$ cat src/rtl/kbd_rx_pkg.sv
package kbd_rx_pkg;
    typedef enum logic [1:0] {
        ST_IDLE = 2'd0,
        ST_DATA = 2'd1,
        ST_PAR  = 2'd2,
        ST_STOP = 2'd3
    } rx_state_t;
endpackage

$ cat src/rtl/kbd_line_sync.sv
module kbd_line_sync #(
    parameter int STAGES = 2
) (
    input  logic clk,
    input  logic rst_n,
    input  logic line_i,
    output logic level_o,
    output logic fall_o
);
    // chain[STAGES-1] is the synchronized level; chain[STAGES] is its previous value
    logic [STAGES:0] chain_q;

    always_ff @(posedge clk or negedge rst_n) begin
        if (!rst_n) chain_q <= '1;
        else        chain_q <= {chain_q[STAGES-1:0], line_i};
    end

    assign level_o = chain_q[STAGES-1];
    assign fall_o  = chain_q[STAGES] & ~chain_q[STAGES-1];
endmodule

$ cat src/rtl/kbd_frame_fsm.sv
module kbd_frame_fsm
    import kbd_rx_pkg::*;
#(
    parameter int DATA_W      = 8,
    parameter int TIMEOUT_CYC = 100000
) (
    input  logic              clk,
    input  logic              rst_n,
    input  logic              fall_i,
    input  logic              dat_i,
    output logic [DATA_W-1:0] byte_o,
    output logic              byte_valid_o
);
    localparam int CNT_W = $clog2(DATA_W + 1);
    localparam int TMO_W = $clog2(TIMEOUT_CYC + 1);
    localparam logic [CNT_W-1:0] LAST_BIT  = CNT_W'(DATA_W - 1);
    localparam logic [TMO_W-1:0] TMO_LIMIT = TMO_W'(TIMEOUT_CYC);

    rx_state_t         state_q, state_d;
    logic [DATA_W-1:0] shreg_q;
    logic [CNT_W-1:0]  bit_cnt_q;
    logic              par_q;
    logic [TMO_W-1:0]  tmo_q;
    logic              tmo_hit;
    logic              par_ok;

    assign tmo_hit = (state_q != ST_IDLE) && (tmo_q == TMO_LIMIT);
    assign par_ok  = ^{shreg_q, par_q};
    assign byte_o  = shreg_q;

    // state register
    always_ff @(posedge clk or negedge rst_n) begin
        if (!rst_n) state_q <= ST_IDLE;
        else        state_q <= state_d;
    end

    // next state: an edge takes priority over the timeout
    always_comb begin
        state_d = state_q;
        unique case (state_q)
            ST_IDLE: if (fall_i && !dat_i) state_d = ST_DATA;
            ST_DATA: begin
                if (fall_i) begin
                    if (bit_cnt_q == LAST_BIT) state_d = ST_PAR;
                end else if (tmo_hit) begin
                    state_d = ST_IDLE;
                end
            end
            ST_PAR: begin
                if (fall_i)       state_d = ST_STOP;
                else if (tmo_hit) state_d = ST_IDLE;
            end
            ST_STOP: begin
                if (fall_i || tmo_hit) state_d = ST_IDLE;
            end
            default: state_d = ST_IDLE;
        endcase
    end

    // outputs
    always_comb begin
        byte_valid_o = 1'b0;
        unique case (state_q)
            ST_STOP: byte_valid_o = fall_i && dat_i && par_ok;
            default: byte_valid_o = 1'b0;
        endcase
    end

    // datapath: shift register, bit counter, parity, timeout counter
    always_ff @(posedge clk or negedge rst_n) begin
        if (!rst_n) begin
            shreg_q   <= '0;
            bit_cnt_q <= '0;
            par_q     <= 1'b0;
            tmo_q     <= '0;
        end else begin
            if (state_q == ST_IDLE || fall_i) tmo_q <= '0;
            else if (!tmo_hit)                tmo_q <= tmo_q + 1'b1;
            if (fall_i) begin
                case (state_q)
                    ST_IDLE: bit_cnt_q <= '0;
                    ST_DATA: begin
                        shreg_q   <= {dat_i, shreg_q[DATA_W-1:1]};
                        bit_cnt_q <= bit_cnt_q + 1'b1;
                    end
                    ST_PAR:  par_q <= dat_i;
                    default: ;
                endcase
            end
        end
    end


    idle_high_edge_chk: assert property (@(posedge clk) disable iff (!rst_n)
        (state_q == ST_IDLE && fall_i && dat_i) |=> (state_q == ST_IDLE));


    timeout_idle_chk: assert property (@(posedge clk) disable iff (!rst_n)
        (tmo_hit && !fall_i) |=> (state_q == ST_IDLE));


    stop_low_drop_chk: assert property (@(posedge clk) disable iff (!rst_n)
        (state_q == ST_STOP && fall_i && !dat_i) |-> !byte_valid_o);
endmodule

$ cat src/rtl/kbd_hold_reg.sv
module kbd_hold_reg #(
    parameter int DATA_W = 8
) (
    input  logic              clk,
    input  logic              rst_n,
    input  logic              load_i,
    input  logic [DATA_W-1:0] byte_i,
    input  logic              clr_i,
    output logic [DATA_W-1:0] data_o,
    output logic              ready_o
);
    logic [DATA_W-1:0] data_q;
    logic              ready_q;
    logic              take;

    // a byte is taken when the register is free or is being emptied this cycle
    assign take = load_i && (!ready_q || clr_i);

    always_ff @(posedge clk or negedge rst_n) begin
        if (!rst_n) begin
            data_q  <= '0;
            ready_q <= 1'b0;
        end else if (take) begin
            data_q  <= byte_i;
            ready_q <= 1'b1;
        end else if (clr_i) begin
            ready_q <= 1'b0;
        end
    end

    assign data_o  = data_q;
    assign ready_o = ready_q;


    load_sets_ready_chk: assert property (@(posedge clk) disable iff (!rst_n)
        (load_i && !ready_q) |=> (ready_q && data_q == $past(byte_i)));


    ready_hold_chk: assert property (@(posedge clk) disable iff (!rst_n)
        (ready_q && !clr_i) |=> (ready_q && $stable(data_q)));


    read_clears_chk: assert property (@(posedge clk) disable iff (!rst_n)
        (clr_i && !load_i) |=> !ready_q);


    collide_keep_chk: assert property (@(posedge clk) disable iff (!rst_n)
        (clr_i && load_i) |=> ready_q);
endmodule

$ cat src/rtl/kbd_rx_inhibit.sv
module kbd_rx_inhibit #(
    parameter int DATA_W      = 8,
    parameter int SYNC_STAGES = 2,
    parameter int TIMEOUT_CYC = 100000
) (
    input  logic              clk,
    input  logic              rst_n,
    input  logic              kbd_clk_i,
    input  logic              kbd_dat_i,
    output logic              kbd_clk_oe,
    input  logic              rd_stb,
    input  logic              rd_sel,
    output logic [DATA_W-1:0] rd_data
);
    logic              clk_level;
    logic              clk_fall;
    logic              dat_level;
    logic              dat_fall;
    logic [DATA_W-1:0] rx_byte;
    logic              rx_valid;
    logic [DATA_W-1:0] held;
    logic              ready;
    logic              data_read;

    kbd_line_sync #(.STAGES(SYNC_STAGES)) u_clk_sync (
        .clk(clk), .rst_n(rst_n), .line_i(kbd_clk_i),
        .level_o(clk_level), .fall_o(clk_fall)
    );

    kbd_line_sync #(.STAGES(SYNC_STAGES)) u_dat_sync (
        .clk(clk), .rst_n(rst_n), .line_i(kbd_dat_i),
        .level_o(dat_level), .fall_o(dat_fall)
    );

    kbd_frame_fsm #(.DATA_W(DATA_W), .TIMEOUT_CYC(TIMEOUT_CYC)) u_fsm (
        .clk(clk), .rst_n(rst_n), .fall_i(clk_fall), .dat_i(dat_level),
        .byte_o(rx_byte), .byte_valid_o(rx_valid)
    );

    assign data_read = rd_stb && !rd_sel;

    kbd_hold_reg #(.DATA_W(DATA_W)) u_hold (
        .clk(clk), .rst_n(rst_n), .load_i(rx_valid), .byte_i(rx_byte),
        .clr_i(data_read), .data_o(held), .ready_o(ready)
    );

    assign kbd_clk_oe = ready;
    assign rd_data    = rd_sel ? {held[DATA_W-1:1], ready} : held;

    // the data line's edge is not used; the synchronized clock level is sensed only for edges
    logic unused_ok;
    assign unused_ok = ^{dat_fall, clk_level};


    status_mirror_chk: assert property (@(posedge clk) disable iff (!rst_n)
        rd_sel |-> (rd_data[DATA_W-1:1] == held[DATA_W-1:1]));


    inhibit_chk: assert property (@(posedge clk) disable iff (!rst_n)
        (kbd_clk_oe && !data_read) |=> kbd_clk_oe);
endmodule

$ cat config.mk
export PLATFORM = sky130hd
export DESIGN_NAME = kbd_rx_inhibit
export DESIGN_NICKNAME = d
export VERILOG_FILES = /design/src/rtl/kbd_rx_pkg.sv /design/src/rtl/kbd_line_sync.sv /design/src/rtl/kbd_frame_fsm.sv /design/src/rtl/kbd_hold_reg.sv /design/src/rtl/kbd_rx_inhibit.sv
export SDC_FILE = /design/constraint.sdc
export NUM_CORES = 1
export LEC_CHECK = 0
export ABC_AREA = 1
export BUFFER_PORTS_ARGS = -buffer_cell sky130_fd_sc_hd__buf_2
export CAP_MARGIN = 10
export CORE_MARGIN = 4
export CORE_UTILIZATION = 30
export CTS_CLUSTER_DIAMETER = 100
export DETAILED_ROUTE_END_ITERATION = 8
export HOLD_SLACK_MARGIN = 0.03
export PLACE_DENSITY_LB_ADDON = 0.2
export SETUP_SLACK_MARGIN = 0.02
export SLEW_MARGIN = 10
export SYNTH_ARGS = -nofsm -noshare
export SYNTH_HDL_FRONTEND = slang
export SYNTH_SLANG_ARGS = --single-unit
$ cat constraint.sdc
create_clock -name clk -period 1.48 [get_ports clk]
set_clock_uncertainty 0.1 [all_clocks]
set_input_delay 0 -clock clk [delete_from_list [all_inputs] [get_ports clk]]
set_output_delay 0 -clock clk [all_outputs]
set_load 0.02 [all_outputs]
* Word-level counts from Yosys, hierarchy flattened
Cells that the tools add are included.
W data, S select, Z words.
** Storage, ports and cells
- Register bits :: 46
- Input bits :: 6
- Output and inout bits :: 9
- Word-level logic and storage cells :: 57
** Cells by class
- $add $sub $neg :: 2
- Equal/unequal tests :: 9
- Mux-type cells :: 14
- Bitwise operators :: 2
- Reductions and logical operators :: 21
** Operators by type and width (count)
- $mux W17 :: 2
- $add A17 B1 Y17 const B :: 1
- $eq A17 B17 Y1 const B :: 1
- $mux W2 :: 6
- $reduce_xor A9 Y1 :: 1
- $pmux W2 S4 :: 1
- $pmux W4 S2 :: 1
- $logic_and A1 B1 Y1 :: 6
- $reduce_and A2 Y1 :: 3
- $reduce_bool A2 Y1 :: 3
- $add A4 B1 Y4 const B :: 1
- $eq A2 B2 Y1 const B :: 2
- $eq A4 B3 Y1 const B :: 1
- $mux W1 :: 4
- $ne A2 B1 Y1 const B :: 2
- $logic_not A1 Y1 :: 3
- $logic_or A1 B1 Y1 :: 3
- $ne A3 B3 Y1 const B :: 1
- $reduce_and A3 Y1 :: 1
- $eq A2 B1 Y1 const B :: 1
- $logic_not A2 Y1 :: 1
- $ne A2 B2 Y1 const B :: 1
- $and A1 B1 Y1 :: 1
- $not A1 Y1 :: 1

* Logic depth before layout (Yosys ltp)
- Depth after elaboration :: 7
- Gate-level depth with buffers :: 11
- Gate-level depth less buffers :: 11

* By module
From an unflattened synthesis, not the netlist that was laid out.
** Second synthesis, totals
- Cell total of the unflattened synthesis :: 297
- Area, all modules :: 2368.5 µm²
** By module, submodules not included
- kbd_frame_fsm :: times used 1, cells an instance 243, area an instance 1805.5 µm², seq. area each 800.8 µm²
- kbd_hold_reg :: times used 1, cells an instance 38, area an instance 362.8 µm², seq. area each 225.2 µm²
- kbd_line_sync :: times used 2, cells an instance 5, area an instance 88.8 µm², seq. area each 78.8 µm²
- kbd_rx_inhibit :: times used 1, cells an instance 6, area an instance 22.5 µm², seq. area each 0.0 µm²

* Worst setup path before layout
No wires, ideal clock.
- Path type :: register to register
- Start :: reg u_fsm.tmo_q[0]
- End :: reg u_fsm.tmo_q[14]
- Library setup time :: 0.117 ns
- Arrival time :: 1.299 ns
- Required time :: 1.263 ns
- Path slack :: -0.036 ns
- Cell stages (with the launch flop) :: 11
- Buffers on the path :: 0
- Clock period less this slack :: 1.516 ns
- Cell sequence :: dfrtp_1 -> ha_1 -> nand3_1 -> nor2_2 -> nand2_2 -> nor2_4 -> nand2_2 -> nor2_2 -> nand2_1 -> nand2_1 -> nor2_1
** On the way
- Longest elaborated chain between the ends :: 3
- Elaborated cells on any way between the ends :: 6
- Those cells by class :: add/sub: 1; eq/ne: 2; mux: 2; reduce/logical: 1
** Ends and longest elaborated chain
- from (decl) :: line kbd_frame_fsm.sv:23 : logic [TMO_W-1:0] tmo_q;
- from (signal assigned) :: line kbd_frame_fsm.sv:78 : else if (!tmo_hit) tmo_q <= tmo_q + 1'b1;
- $add A17 B1 Y17 or $eq A17 B17 Y1 (tied branches) :: line kbd_frame_fsm.sv:78, kbd_frame_fsm.sv:27
- $mux W17 or $logic_and A1 B1 Y1 (tied branches) :: line kbd_frame_fsm.sv:78, kbd_frame_fsm.sv:27
- $mux W17 or $ne A2 B2 Y1 (tied branches)
Parallel ways exist; a longest one is shown, timed or not. The select of a mux whose other input is x is not followed.
A chain may end at the register's enable or synchronous reset.

* Worst setup path after layout
- Start :: reg u_clk_sync.chain_q[2]
- End :: reg u_hold.data_q[2], in the netlist u_hold.data_o[2]
** On the way
- Longest elaborated chain between the ends :: 5
** Ends and longest elaborated chain
- from (decl) :: line kbd_line_sync.sv:11 : logic [STAGES:0] chain_q;
- from (signal assigned) :: line kbd_line_sync.sv:15 : else chain_q <= {chain_q[STAGES-1:0], line_i};
- $and A1 B1 Y1 :: line kbd_line_sync.sv:19 : assign fall_o = chain_q[STAGES] & ~chain_q[STAGES-1];
- $logic_and A1 B1 Y1 (2 in series) :: line kbd_frame_fsm.sv:64 : ST_STOP: byte_valid_o = fall_i && dat_i && par_ok;
- $mux W1 :: line kbd_frame_fsm.sv:63 : unique case (state_q)
- $logic_and A1 B1 Y1 :: line kbd_hold_reg.sv:17 : assign take = load_i && (!ready_q || clr_i);
- to (signal assigned) :: line kbd_hold_reg.sv:24 : data_q <= byte_i;
- to (decl) :: line kbd_hold_reg.sv:12 : logic [DATA_W-1:0] data_q;
No other way between the ends.

==> parameters.txt <==
Parameter                              Value

Outcome
  Status    complete, but fails checks
  Failing checks    negative setup slack

Final layout
  Cell area after layout    around 3100 sq um
  Filler instances    801
  Share of layout cells above drive strength 1    33.1%
  Area taken by flip-flops and latches    1160 sq um
  Final antenna diode count    0
  Final #Nets    roughly 370
  Utilization after layout    between 40% and 50%
  Area growth syn-to-layout    31.2%
  Multi-input logic area    roughly 1200 sq um

Power and ir drop
  Power density cells    1420 nW/um^2
  Post-layout power    4.46 mW
  Sw Ratio    about two fifths
  Reg power frac    38.7%
  Leakage dissipation    1.55 nW
  Power dissipated by switching net loads    1.78 mW
  Proportion of power drawn by combinational gates    42.9%
  Max rail drop VDD    between 400 and 500 uV
  Internal Power    2.68 mW
  Clk pwr share    18.4%

Clock network
  Number of clock buffers inserted by TritonCTS    5
  Clock Tree Root    sky130_fd_sc_hd__clkbuf_8
  CTS max path bufs    2
  Worst skew pair latency    about 0.3 ns
  Clock-pin slew of the registers on the worst-case setup and hold paths    0.10 ns
  Number of H-tree branching levels    2
  Clock sinks    46
  Clock tree from TritonCTS    built

Yosys
  Most area-consuming cells after synthesis    sky130_fd_sc_hd__dfrtp_1 43%, sky130_fd_sc_hd__nand2_1 14%, sky130_fd_sc_hd__inv_1 6.3%
  Area share of the leading cell type in the synthesized netlist    between 40% and 50%
  Synthesized instance count    302
  Synthesized flop and latch total    46
  Mean instance size in the synthesized netlist    around 8 sq um
  Top-count cell post-synth    sky130_fd_sc_hd__nand2_1
  Post-synth top area cell    sky130_fd_sc_hd__dfrtp_1
  Post-synthesis async set-or-reset flop share    100%
  Top flip-flop cell by instance count after synthesis    sky130_fd_sc_hd__dfrtp_1
  Library cells used by synthesis    29
  Number of synthesized flops with an enable pin    0
  Ranking of synthesized cells by instance count    92 x sky130_fd_sc_hd__nand2_1, 41 x sky130_fd_sc_hd__dfrtp_1, 40 x sky130_fd_sc_hd__inv_1
  Sequential cell area fraction in the yosys report    48.5%
  Warning count from the yosys run    0
  Cell area after synthesis    2390 sq um
  Mapped Nets    between 300 and 400

Detailed routing
  Wirelength per Cell    11.2 microns
  Detailed Route WL    between 5000 and 6000 microns
  Number of search-and-repair iterations in the first detailed-routing pass    6
  Count of vias placed by the detailed router    2027
  Remaining antenna violation count    0
  Initial DRC Count    64
  Drt drc    0
  Post-detailed-route via-to-cell ratio    around 4.4

Timing
  Period utilization    107%
  Hold Fails Final Rpt    0
  Shortest clock period the worst path allows after layout    1.58 ns
  Max-slew violation total from the final report    0
  Total negative setup slack    -1.05 ns
  Unrepaired setup endpoints after global routing    true
  Final setup vio count    20
  Setup slack of the critical path after layout    -0.0977 ns
  Pin slew with the least headroom to its limit    around 0.44 ns
  Max-Slew Margin vs Limit    70.8%
  Highest attainable clock frequency    634 MHz

Global route
  Largest net degree at the start of global routing    24
  Via count of the first global-routing pass    1888
  Antenna violations before repair    0
  Total global routing track utilization    11.1%
  Global-route wire length before repair    8760 microns
  Total congestion overflow after global routing    0

Run
  Count of maximum capacitance violations    0

Critical path
  Worst setup path class    reg2reg
  Maximum net fanout on the critical path    10
  Largest incremental delay on the critical path    around 0.53 ns
  Crit start category    flip-flop
  Required time at the worst-slack endpoint    1.63 ns
  Series of cell instances along the critical path    nand2_2 > nor2_1 > nand3b_1 > nor2_2 > nand3_4 > nand2_4 > nand2_1 > nand2_1
  Count of buffering cells on the critical path with inverters included    0
  Cell type group with the largest total delay on the critical path    simple AND/OR/NAND/NOR gates
  Critical Path Slowest Stage Cell    sky130_fd_sc_hd__dfstp_2
  Crit path top cell by count    sky130_fd_sc_hd__nand2_1
  Element type at the critical path end    flip-flop
  Critical path data arrival time    1.73 ns

Die
  Die Height    97.2 microns
  Total die area    9450 sq um
  Horizontal die dimension    between 90 and 100 microns
  Area of the core    7730 sq um
  Initial standard-cell utilization of the core    30.9%
  Number of placement rows    32
  Num ports    15

Place
  Port Buffers    14
  Routability Congestion    0.818
  Standard cell area after detailed placement    2720 sq um
  Setup slack at placement    -0.118 ns
  DP HPWL    3580 microns

Hold path
  Worst min-delay path class    in2reg
-- power by group through the flow --
stage	logic, mW	registers, mW	clock network (mW)
after CTS	1.76	1.71	0.851
after detailed placement	1.55	1.72	0
after global placement	1.54	1.71	0
after global routing	2.18	1.77	0.907
final	1.91	1.73	0.820
after floorplan	1.10	1.68	0
-- layout by cell type, fill, tap and decap left out, types with 3 or more instances in the layout --
cell	netlist	routed
sky130_fd_sc_hd__o21ai_0	22	16
sky130_fd_sc_hd__o21ai_2	0	5
sky130_fd_sc_hd__nor3_1	4	3
sky130_fd_sc_hd__buf_4	7	32
sky130_fd_sc_hd__nand2_2	5	8
sky130_fd_sc_hd__clkbuf_8	0	6
sky130_fd_sc_hd__dlygate4sd3_1	0	3
sky130_fd_sc_hd__o21ai_1	2	3
sky130_fd_sc_hd__nand2_1	92	88
sky130_fd_sc_hd__xor2_1	3	3
sky130_fd_sc_hd__nand3_1	21	16
sky130_fd_sc_hd__nand3_4	2	5
sky130_fd_sc_hd__nor2_2	5	6
sky130_fd_sc_hd__nor2_4	2	6
sky130_fd_sc_hd__inv_2	2	8
sky130_fd_sc_hd__buf_6	1	4
sky130_fd_sc_hd__nand3_2	0	3
sky130_fd_sc_hd__dfrtp_2	0	3
sky130_fd_sc_hd__dfrtp_1	41	38
sky130_fd_sc_hd__buf_2	1	14
sky130_fd_sc_hd__nor2_1	21	16
sky130_fd_sc_hd__a21oi_1	12	10
sky130_fd_sc_hd__dfstp_2	5	5
sky130_fd_sc_hd__inv_1	40	34
-- flip-flops by register name, summed over array words and instances, names as in the netlist, 2 cells and up --
register,flops
u_clk_sync.chain_q,3
u_dat_sync.chain_q,2
u_fsm.bit_cnt_q,4
u_fsm.byte_o,8
u_fsm.state_q,2
u_fsm.tmo_q,17
u_hold.data_o,8
-- timing repair --
item                                    CTS  global route
buffers inserted                         10             5
hold endpoints to repair                 45             0
endpoints found under the setup margin   38            38
gates cloned                              0             1
gates resized for setup                  25            26
pin swaps                                 9            15
hold buffers                              3             0
-- layer usage --
| layer | vias to the layer above | GRT usage, % | part of all wire, % |
|---|---|---|---|
| met3 | 4 | 2.15 | 2.7 |
| li1 | 1059 | - | - |
| met1 | 937 | 15.2 | 51 |
| met2 | 27 | 17.8 | 46 |
| met5 | - | 0 | 0 |
| met4 | 0 | 2.92 | 1.1 |
-- final cells by class --
type | instances | share of cell area, %
Multi-Input combinational cell | 206 | 37.2
Sequential cell | 46 | 37.1
Timing Repair Buffer | 55 | 13.6
Inverter | 42 | 5.03
Tap cell | 102 | 4.08
Clock buffer | 6 | 2.64
Clock inverter | 2 | 0.400
-- logic make-up after synthesis --
group / synth area share (%)
muxes: 0.472
DFF: 48.5
and+or+nand+nor: 29.9
buffers and inverters: 9.49
AOI/OAI and AO/OA: 8.96
adders and majority gates: 1.57
xor gates and xnor gates: 1.10
-- path summary, 6_finish.rpt --
kind / start / endpoint / slack, ns / cells past startpoint
hold reg to reg: u_dat_sync.chain_q[0]$_DFF_PN1_ / u_dat_sync.chain_q[1]$_DFF_PN1_ / 0.26 / 0
setup / recovery: u_clk_sync.chain_q[2]$_DFF_PN1_ / u_hold.data_o[2]$_DFFE_PN0P_ / -0.1 / 8
min in group asynchronous: rst_n / u_fsm.tmo_q[7]$_DFFE_PN0P_ / 0.06 / 2
max in group asynchronous: rst_n / u_dat_sync.chain_q[0]$_DFF_PN1_ / 0.65 / 3
hold / removal: rd_sel / u_hold.ready_o$_DFFE_PN0P_ / 0.01 / 3
setup reg to reg: u_clk_sync.chain_q[2]$_DFF_PN1_ / u_hold.data_o[2]$_DFFE_PN0P_ / -0.1 / 8
-- metrics by stage --
stage                     std cells  hold slack, ns
after floorplan                 302          -0.396
after global placement          433          -0.129
after detailed placement        433          -0.132
after CTS                       454          0.0243
after global routing            459          0.0805
final                           459          0.0110
-- worst min-delay path: stages --
cell and delay, ns:
sky130_fd_sc_hd__buf_2 0.09, sky130_fd_sc_hd__o21ai_0 0.16, sky130_fd_sc_hd__nand3_1 0.13
Power figures use the tool's default switching activity.
